$ cat src/rtl/dma_arb_pkg.sv
package dma_arb_pkg;
  localparam int NUM_CH  = 12;
  localparam int PRIO_W  = 2;
  localparam int NUM_LVL = 1 << PRIO_W;
  localparam int IDX_W   = $clog2(NUM_CH);
  localparam int M2M_CH  = 10;

  // Channel positions; the index is also the tie-break rank (lower wins).
  typedef enum logic [IDX_W-1:0] {
    CH_SPI   = 4'd0,
    CH_U1RX  = 4'd1,
    CH_U1TX  = 4'd2,
    CH_U2RX  = 4'd3,
    CH_U2TX  = 4'd4,
    CH_U3RX  = 4'd5,
    CH_U3TX  = 4'd6,
    CH_U4RX  = 4'd7,
    CH_U4TX  = 4'd8,
    CH_LCD   = 4'd9,
    CH_M2M   = 4'd10,
    CH_ADC   = 4'd11
  } chIdx_e;

  // Strobes from arbitration control to the datapath.
  typedef struct packed {
    logic [NUM_CH-1:0] gnt;
    logic              cpuTake;
    logic              anyGnt;
  } strobe_t;
endpackage

$ cat src/rtl/dma_arb_ctrl.sv
module dma_arb_ctrl
  import dma_arb_pkg::*;
(
  input  logic [NUM_CH-1:0]        eligible,
  input  logic [NUM_CH*PRIO_W-1:0] chPrio,
  input  logic                     cpuReq,
  output strobe_t                  strobe
);
  logic [NUM_CH-1:0] levelMask [NUM_LVL];
  logic [NUM_LVL-1:0] levelHit;
  logic [PRIO_W-1:0] topLevel;
  logic [NUM_CH-1:0] winMask;
  logic [NUM_CH-1:0] pick;

  // One membership mask per priority level.
  for (genvar l = 0; l < NUM_LVL; l++) begin : g_lvl
    for (genvar c = 0; c < NUM_CH; c++) begin : g_ch
      assign levelMask[l][c] = (chPrio[c*PRIO_W +: PRIO_W] == PRIO_W'(l));
    end
    assign levelHit[l] = |(eligible & levelMask[l]);
  end

  // Highest level that has an eligible requester.
  always_comb begin
    topLevel = '0;
    for (int l = 0; l < NUM_LVL; l++) begin
      if (levelHit[l]) topLevel = PRIO_W'(l);
    end
  end

  // Lowest index among the winners of the top level.
  always_comb begin
    winMask = eligible & levelMask[topLevel];
    pick    = winMask & (~winMask + NUM_CH'(1));
  end

  always_comb begin
    strobe.cpuTake = cpuReq;
    strobe.gnt     = cpuReq ? '0 : pick;
    strobe.anyGnt  = !cpuReq && (|pick);
  end
endmodule

$ cat src/rtl/dma_arb_dpath.sv
module dma_arb_dpath
  import dma_arb_pkg::*;
#(
  parameter int ADDR_W = 16,
  parameter int DATA_W = 8,
  parameter int LEN_W  = 8
) (
  input  logic                     clk,
  input  logic                     rstN,
  input  logic [NUM_CH-1:0]        chEnable,
  input  logic [NUM_CH-1:0]        chStart,
  input  logic [NUM_CH*LEN_W-1:0]  chLen,
  input  logic [NUM_CH*ADDR_W-1:0] chBase,
  input  logic [ADDR_W-1:0]        m2mDst,
  input  logic [NUM_CH-1:0]        dmaReq,
  input  logic [NUM_CH-1:0]        dmaWr,
  input  logic [NUM_CH*DATA_W-1:0] dmaWdata,
  input  logic                     cpuWe,
  input  logic [ADDR_W-1:0]        cpuAddr,
  input  logic [DATA_W-1:0]        cpuWdata,
  input  logic [DATA_W-1:0]        ramRdata,
  input  strobe_t                  strobe,
  output logic [NUM_CH-1:0]        eligible,
  output logic [NUM_CH-1:0]        chActive,
  output logic [NUM_CH-1:0]        dmaDone,
  output logic [ADDR_W-1:0]        ramAddr,
  output logic [DATA_W-1:0]        ramWdata,
  output logic                     ramWe,
  output logic                     ramEn
);
  logic [ADDR_W-1:0] chAddr   [NUM_CH];
  logic [LEN_W-1:0]  chRemain [NUM_CH];
  logic [NUM_CH-1:0] addrStep;
  logic [NUM_CH-1:0] byteStep;

  logic              m2mPhase;   // 0: read source, 1: write destination
  logic [ADDR_W-1:0] m2mDstAddr;
  logic [DATA_W-1:0] m2mBuf;

  assign eligible = dmaReq & chEnable & chActive;

  for (genvar i = 0; i < NUM_CH; i++) begin : g_chan
    if (i == M2M_CH) begin : g_mover
      assign addrStep[i] = strobe.gnt[i] && !m2mPhase;
      assign byteStep[i] = strobe.gnt[i] && m2mPhase;
    end else begin : g_plain
      assign addrStep[i] = strobe.gnt[i];
      assign byteStep[i] = strobe.gnt[i];
    end

    always_ff @(posedge clk) begin
      if (!rstN) begin
        chActive[i] <= 1'b0;
        chRemain[i] <= '0;
        chAddr[i]   <= '0;
        dmaDone[i]  <= 1'b0;
      end else begin
        dmaDone[i] <= 1'b0;
        if (chStart[i] && chEnable[i]) begin
          chActive[i] <= 1'b1;
          chRemain[i] <= chLen[i*LEN_W +: LEN_W];
          chAddr[i]   <= chBase[i*ADDR_W +: ADDR_W];
        end else begin
          if (addrStep[i]) chAddr[i] <= chAddr[i] + ADDR_W'(1);
          if (byteStep[i]) begin
            if (chRemain[i] == '0) begin
              chActive[i] <= 1'b0;
              dmaDone[i]  <= 1'b1;
            end else begin
              chRemain[i] <= chRemain[i] - LEN_W'(1);
            end
          end
        end
      end
    end
  end

  // Memory-to-memory phase, destination pointer and holding byte.
  always_ff @(posedge clk) begin
    if (!rstN) begin
      m2mPhase   <= 1'b0;
      m2mDstAddr <= '0;
      m2mBuf     <= '0;
    end else if (chStart[M2M_CH] && chEnable[M2M_CH]) begin
      m2mPhase   <= 1'b0;
      m2mDstAddr <= m2mDst;
    end else if (strobe.gnt[M2M_CH]) begin
      if (!m2mPhase) begin
        m2mBuf   <= ramRdata;
        m2mPhase <= 1'b1;
      end else begin
        m2mPhase   <= 1'b0;
        m2mDstAddr <= m2mDstAddr + ADDR_W'(1);
      end
    end
  end

  // Index of the granted channel.
  logic [IDX_W-1:0] selIdx;
  always_comb begin
    selIdx = '0;
    for (int i = 0; i < NUM_CH; i++) begin
      if (strobe.gnt[i]) selIdx = IDX_W'(i);
    end
  end

  // RAM port steering: CPU first, then the single DMA winner.
  always_comb begin
    ramEn    = strobe.cpuTake || strobe.anyGnt;
    ramAddr  = cpuAddr;
    ramWdata = cpuWdata;
    ramWe    = 1'b0;
    if (strobe.cpuTake) begin
      ramWe = cpuWe;
    end else if (strobe.anyGnt) begin
      if (selIdx == IDX_W'(M2M_CH)) begin
        ramAddr  = m2mPhase ? m2mDstAddr : chAddr[M2M_CH];
        ramWdata = m2mBuf;
        ramWe    = m2mPhase;
      end else begin
        ramAddr  = chAddr[selIdx];
        ramWdata = dmaWdata[selIdx*DATA_W +: DATA_W];
        ramWe    = dmaWr[selIdx];
      end
    end
  end
endmodule

$ cat src/rtl/dma_ram_arbiter.sv
module dma_ram_arbiter
  import dma_arb_pkg::*;
#(
  parameter int ADDR_W = 16,
  parameter int DATA_W = 8,
  parameter int LEN_W  = 8
) (
  input  logic                     clk,
  input  logic                     rstN,
  input  logic [NUM_CH-1:0]        chEnable,
  input  logic [NUM_CH-1:0]        chStart,
  input  logic [NUM_CH*PRIO_W-1:0] chPrio,
  input  logic [NUM_CH*LEN_W-1:0]  chLen,
  input  logic [NUM_CH*ADDR_W-1:0] chBase,
  input  logic [ADDR_W-1:0]        m2mDst,
  input  logic [NUM_CH-1:0]        dmaReq,
  input  logic [NUM_CH-1:0]        dmaWr,
  input  logic [NUM_CH*DATA_W-1:0] dmaWdata,
  output logic [NUM_CH-1:0]        dmaGnt,
  output logic [NUM_CH-1:0]        dmaDone,
  output logic [DATA_W-1:0]        dmaRdata,
  input  logic                     cpuReq,
  input  logic                     cpuWe,
  input  logic [ADDR_W-1:0]        cpuAddr,
  input  logic [DATA_W-1:0]        cpuWdata,
  output logic [DATA_W-1:0]        cpuRdata,
  output logic [ADDR_W-1:0]        ramAddr,
  output logic [DATA_W-1:0]        ramWdata,
  output logic                     ramWe,
  output logic                     ramEn,
  input  logic [DATA_W-1:0]        ramRdata
);
  strobe_t           strobe;
  logic [NUM_CH-1:0] eligible;
  logic [NUM_CH-1:0] chActive;

  dma_arb_ctrl u_ctrl (
    .eligible (eligible),
    .chPrio   (chPrio),
    .cpuReq   (cpuReq),
    .strobe   (strobe)
  );

  dma_arb_dpath #(
    .ADDR_W (ADDR_W),
    .DATA_W (DATA_W),
    .LEN_W  (LEN_W)
  ) u_dpath (
    .clk      (clk),
    .rstN     (rstN),
    .chEnable (chEnable),
    .chStart  (chStart),
    .chLen    (chLen),
    .chBase   (chBase),
    .m2mDst   (m2mDst),
    .dmaReq   (dmaReq),
    .dmaWr    (dmaWr),
    .dmaWdata (dmaWdata),
    .cpuWe    (cpuWe),
    .cpuAddr  (cpuAddr),
    .cpuWdata (cpuWdata),
    .ramRdata (ramRdata),
    .strobe   (strobe),
    .eligible (eligible),
    .chActive (chActive),
    .dmaDone  (dmaDone),
    .ramAddr  (ramAddr),
    .ramWdata (ramWdata),
    .ramWe    (ramWe),
    .ramEn    (ramEn)
  );

  assign dmaGnt   = strobe.gnt;
  assign dmaRdata = ramRdata;
  assign cpuRdata = ramRdata;
endmodule

$ cat config.mk
export PLATFORM = sky130hd
export DESIGN_NAME = dma_ram_arbiter
export DESIGN_NICKNAME = d
export VERILOG_FILES = /design/src/rtl/dma_arb_pkg.sv /design/src/rtl/dma_arb_ctrl.sv /design/src/rtl/dma_arb_dpath.sv /design/src/rtl/dma_ram_arbiter.sv
export SDC_FILE = /design/constraint.sdc
export NUM_CORES = 1
export LEC_CHECK = 0
export BUFFER_PORTS_ARGS = -buffer_cell sky130_fd_sc_hd__buf_4
export CORE_MARGIN = 2
export CORE_UTILIZATION = 40
export CTS_BUF_LIST = sky130_fd_sc_hd__clkbuf_16
export DETAILED_ROUTE_END_ITERATION = 16
export SLEW_MARGIN = 20
export SYNTH_ARGS = -nofsm -noshare
export SYNTH_HDL_FRONTEND = slang
export SYNTH_HIERARCHICAL = 1
export SYNTH_SLANG_ARGS = --single-unit
$ cat constraint.sdc
create_clock -name clk -period 7.64 [get_ports clk]
set_input_delay 0.764 -clock clk [delete_from_list [all_inputs] [get_ports clk]]
set_output_delay 0.764 -clock clk [all_outputs]
set_load 0.05 [all_outputs]
==> results by group <==
Run status
  • Status: complete, no violations

Global routing
  • Met2 usage: 0.489
  • Grt total ovfl: 0
  • Pin count of the biggest net entering global routing: 68
  • Vias in the first global route: 20600
  • Busiest grt layer: met2
  • Initial antenna violation count: 24
  • First-pass GRT wire length: 125 mm
  • GR Util met3: 0.0666
  • GRT met1 Usage: 0.363
  • GRT Overall Usage: 0.295

Placed design
  • Placed insts: 3561
  • Area after DPL: 26900 um2
  • Final HPWL DP: 69.2 mm
  • Number of port buffers: 564
  • Placer's final routability congestion estimate: 0.943

Floorplan
  • Die width: 239 um
  • Std cell rows: 86
  • Io pins: 574
  • Die Y: 239 um
  • Die ar.: 57100 um2
  • Core area: 54800 um2
  • Starting density of the core: 0.403

Flow run
  • Max-Cap Viols: 0

CTS
  • Clk Latency, worst-skew pair: 0.57 ns
  • Clk root buf: clkbuf_16
  • CTS tree: done
  • CTS clock-pin slew for the worst setup and hold paths: 0.06 ns
  • Hold Buf Count CTS: 0
  • CTS buffer count: 41
  • H-Tree Depth: 2
  • CTS Buffer Depth: 3
  • # resized after CTS: 0
  • Clock net sink count: 337
  • Post-CTS Setup Bufs: 0

Timing
  • Total negative slack: 0 ns
  • RSZ-0062 raised after global routing: false
  • Worst Skew: 0.0186 ns
  • Final hold violations: 0
  • Final setup viols: 0
  • Worst Tran Pin Value: 1.07 ns
  • Final Max Tran Viols: 0
  • Max Clock Freq: 138 MHz
  • Tmin final: 7.24 ns
  • Tcrit/Tclk final: 0.948
  • Min Hold Slack: 0.413 ns
  • Relative slew slack: 0.285

Drt
  • Vias/cell: 5.73
  • Drt drc: 0
  • DRT iter0 DRCs: 1810
  • Drt total wl: 87.3 mm
  • Routed vias: 20900
  • Wirelength per Cell: 23.9 um
  • Number of nets with antenna violations after routing: 0
  • Drt pass-1 iters: 5

Setup path
  • Critical path data arrival time: 6.48 ns
  • Cell Chain, Critical Path: buf_4, and3_1, nand3b_1, nand4_1, nor3_2, buf_4, xnor2_1, o221ai_1, or4_1, nor4_2, buf_4, nor2_1, buf_4, nor3_1, or2_2, mux4_2, mux2_2, a221o_1, buf_4
  • CP delay by family, top: simple AND/OR/NAND/NOR gates
  • CP max-delay cell: or4_1
  • WP data required: 6.88 ns
  • CP Capture Type: primary output
  • WP buf/inv: 5
  • CP max stage delay: 0.70 ns
  • CP Class: in -> out
  • Crit-path most repeated cell: buf_4
  • Crit. path cell count: 19
  • Largest fanout on the critical path: 24
  • Worst setup SP type: input pin
  • Crit. Startpoint: chEnable[10]
  • FF-to-FF path depth: 15
  • R2r startpoint: u_dpath/chActive[10]

Synthesis
  • Area leader, netlist: edfxtp_1
  • Sequential area share after synthesis: 0.436
  • Top post-synthesis cells by area: edfxtp_1 39%, nand2_1 7.6%, o21ai_0 6.8%
  • Post-Syn Instances: 2405
  • Fraction of registers with async set/reset: 0
  • Synth Flop Type: edfxtp_1
  • Synth warn: 6
  • Syn nets: 2950
  • Syn_area_per_cell: 9.18 um2
  • Yosys top cell area share: 0.392
  • Cell area after synthesis: 22100 um2
  • Synthesis-stage register bit count: 337
  • Yosys cell types: 67
  • Number of flops mapped to enable cells by yosys: 288

Pwr
  • VDD IR max: 0.130 mV
  • Leakage: 11.4 nW
  • Pwr Density: 182 nW/um2

Final layout
  • Sequential standard cell area: 9630 um2
  • Fraction of layout cells with a size suffix above 1: 0.239
  • Leading cell type in the layout, fill and taps excluded: buf_4
  • Layout Area Growth over Synthesis: 27.8%
  • Final instance area: 28200 um2
  • Most frequent cells in the layout: 594 x buf_4, 444 x nand2_1, 298 x o21ai_0, 288 x edfxtp_1, 164 x xor2_1
  • Fillers: 5133
  • Multi-input gate area: 11700 um2
  • Final #Nets: 3446
  • Post-route non-filler standard cell count: 3652

Min path
  • Worst hold stages: 3
  • Hold Crit Start: m2mDst[15]
  • Worst hold-check path type: in -> reg
tightest hold or removal path: stages:
cell and delay (ns):
buf_4 0.09, nand2_1 0.04, o21ai_0 0.05
path summary, 6_finish.rpt:
kind | to | slack [ns]
setup / recovery | ramWe | 0.40
hold / removal | u_dpath/m2mDstAddr[15] | 0.41
setup reg to reg | u_dpath/chAddr[10][9] | 2.69
hold reg to reg | u_dpath/chActive[5] | 0.46
cells in the mapped netlist, types with 20 or more instances:
master    count
xnor2_1     101
nor3_1       23
a31oi_1      28
nand2_1     444
nand3b_1     30
o22ai_1      20
clkbuf_1    100
a32o_1       20
mux2i_1      64
nand4_1      43
xor2_1      164
a21oi_1      44
nand3_1     149
inv_1        46
and3_1       94
o21ai_0     298
nor4_1       20
nor2_1       98
nand2b_1     20
dfxtp_1      49
edfxtp_1    288
ha_1         37
final cells by class:
type                            instances  share of cell area
Multi-Input combinational cell       1879               0.416
Clock inverter                         33             0.00706
Timing Repair Buffer                  596               0.159
Inverter                               46             0.00612
Antenna cell                           14             0.00124
Sequential cell                       337               0.341
Tap cell                              704              0.0312
Clock buffer                           43              0.0382
registers in the layout, summed over array words and instances (netlist names):
register            cells
u_dpath/chRemain       96
u_dpath/chActive       12
u_dpath/chAddr        192
u_dpath/m2mDstAddr     16
u_dpath/m2mPhase        1
u_dpath/dmaDone        12
u_dpath/m2mBuf          8
per-stage QoR:
stage | power [W] | setup slack (ns) | util
2_1_floorplan | 0.00280 | 0.123 | -
3_3_place_gp | 0.00327 | 0.529 | 0.491
3_5_place_dp | 0.00329 | 0.457 | 0.491
4_1_cts | 0.00518 | 0.417 | 0.514
5_1_grt | 0.00533 | 0.115 | 0.515
6_report | 0.00515 | 0.396 | 0.515
power by group:
part | switching [W] | internal, W | total (W)
Clock | 0.000798 | 0.00108 | 0.00188
Sequential | 0.000135 | 0.00213 | 0.00227
Combinational | 0.000566 | 0.000431 | 0.000997
Total | 0.00150 | 0.00365 | 0.00515
metal layers:
metal  part of all wire  wire [um]  vias to the layer above
met5             0.0014        123                        -
met4              0.043       3760                       18
met3              0.079       6930                      181
met2               0.48      41600                      870
met1               0.40      34900                    10100
li1                   -          -                     9762
cells by family (layout without fill, tap and decap cells):
family | count (synthesis) | after routing | share of synthesized area
xor+xnor | 265 | 265 | 0.105
mux | 83 | 83 | 0.0479
flops | 337 | 337 | 0.436
fa+ha+maj | 37 | 37 | 0.0210
other cells | 0 | 14 | 0
simple gates | 973 | 973 | 0.209
compound gates | 521 | 521 | 0.143
buf+inv | 189 | 718 | 0.0369
Power figures use the tool's default switching activity.
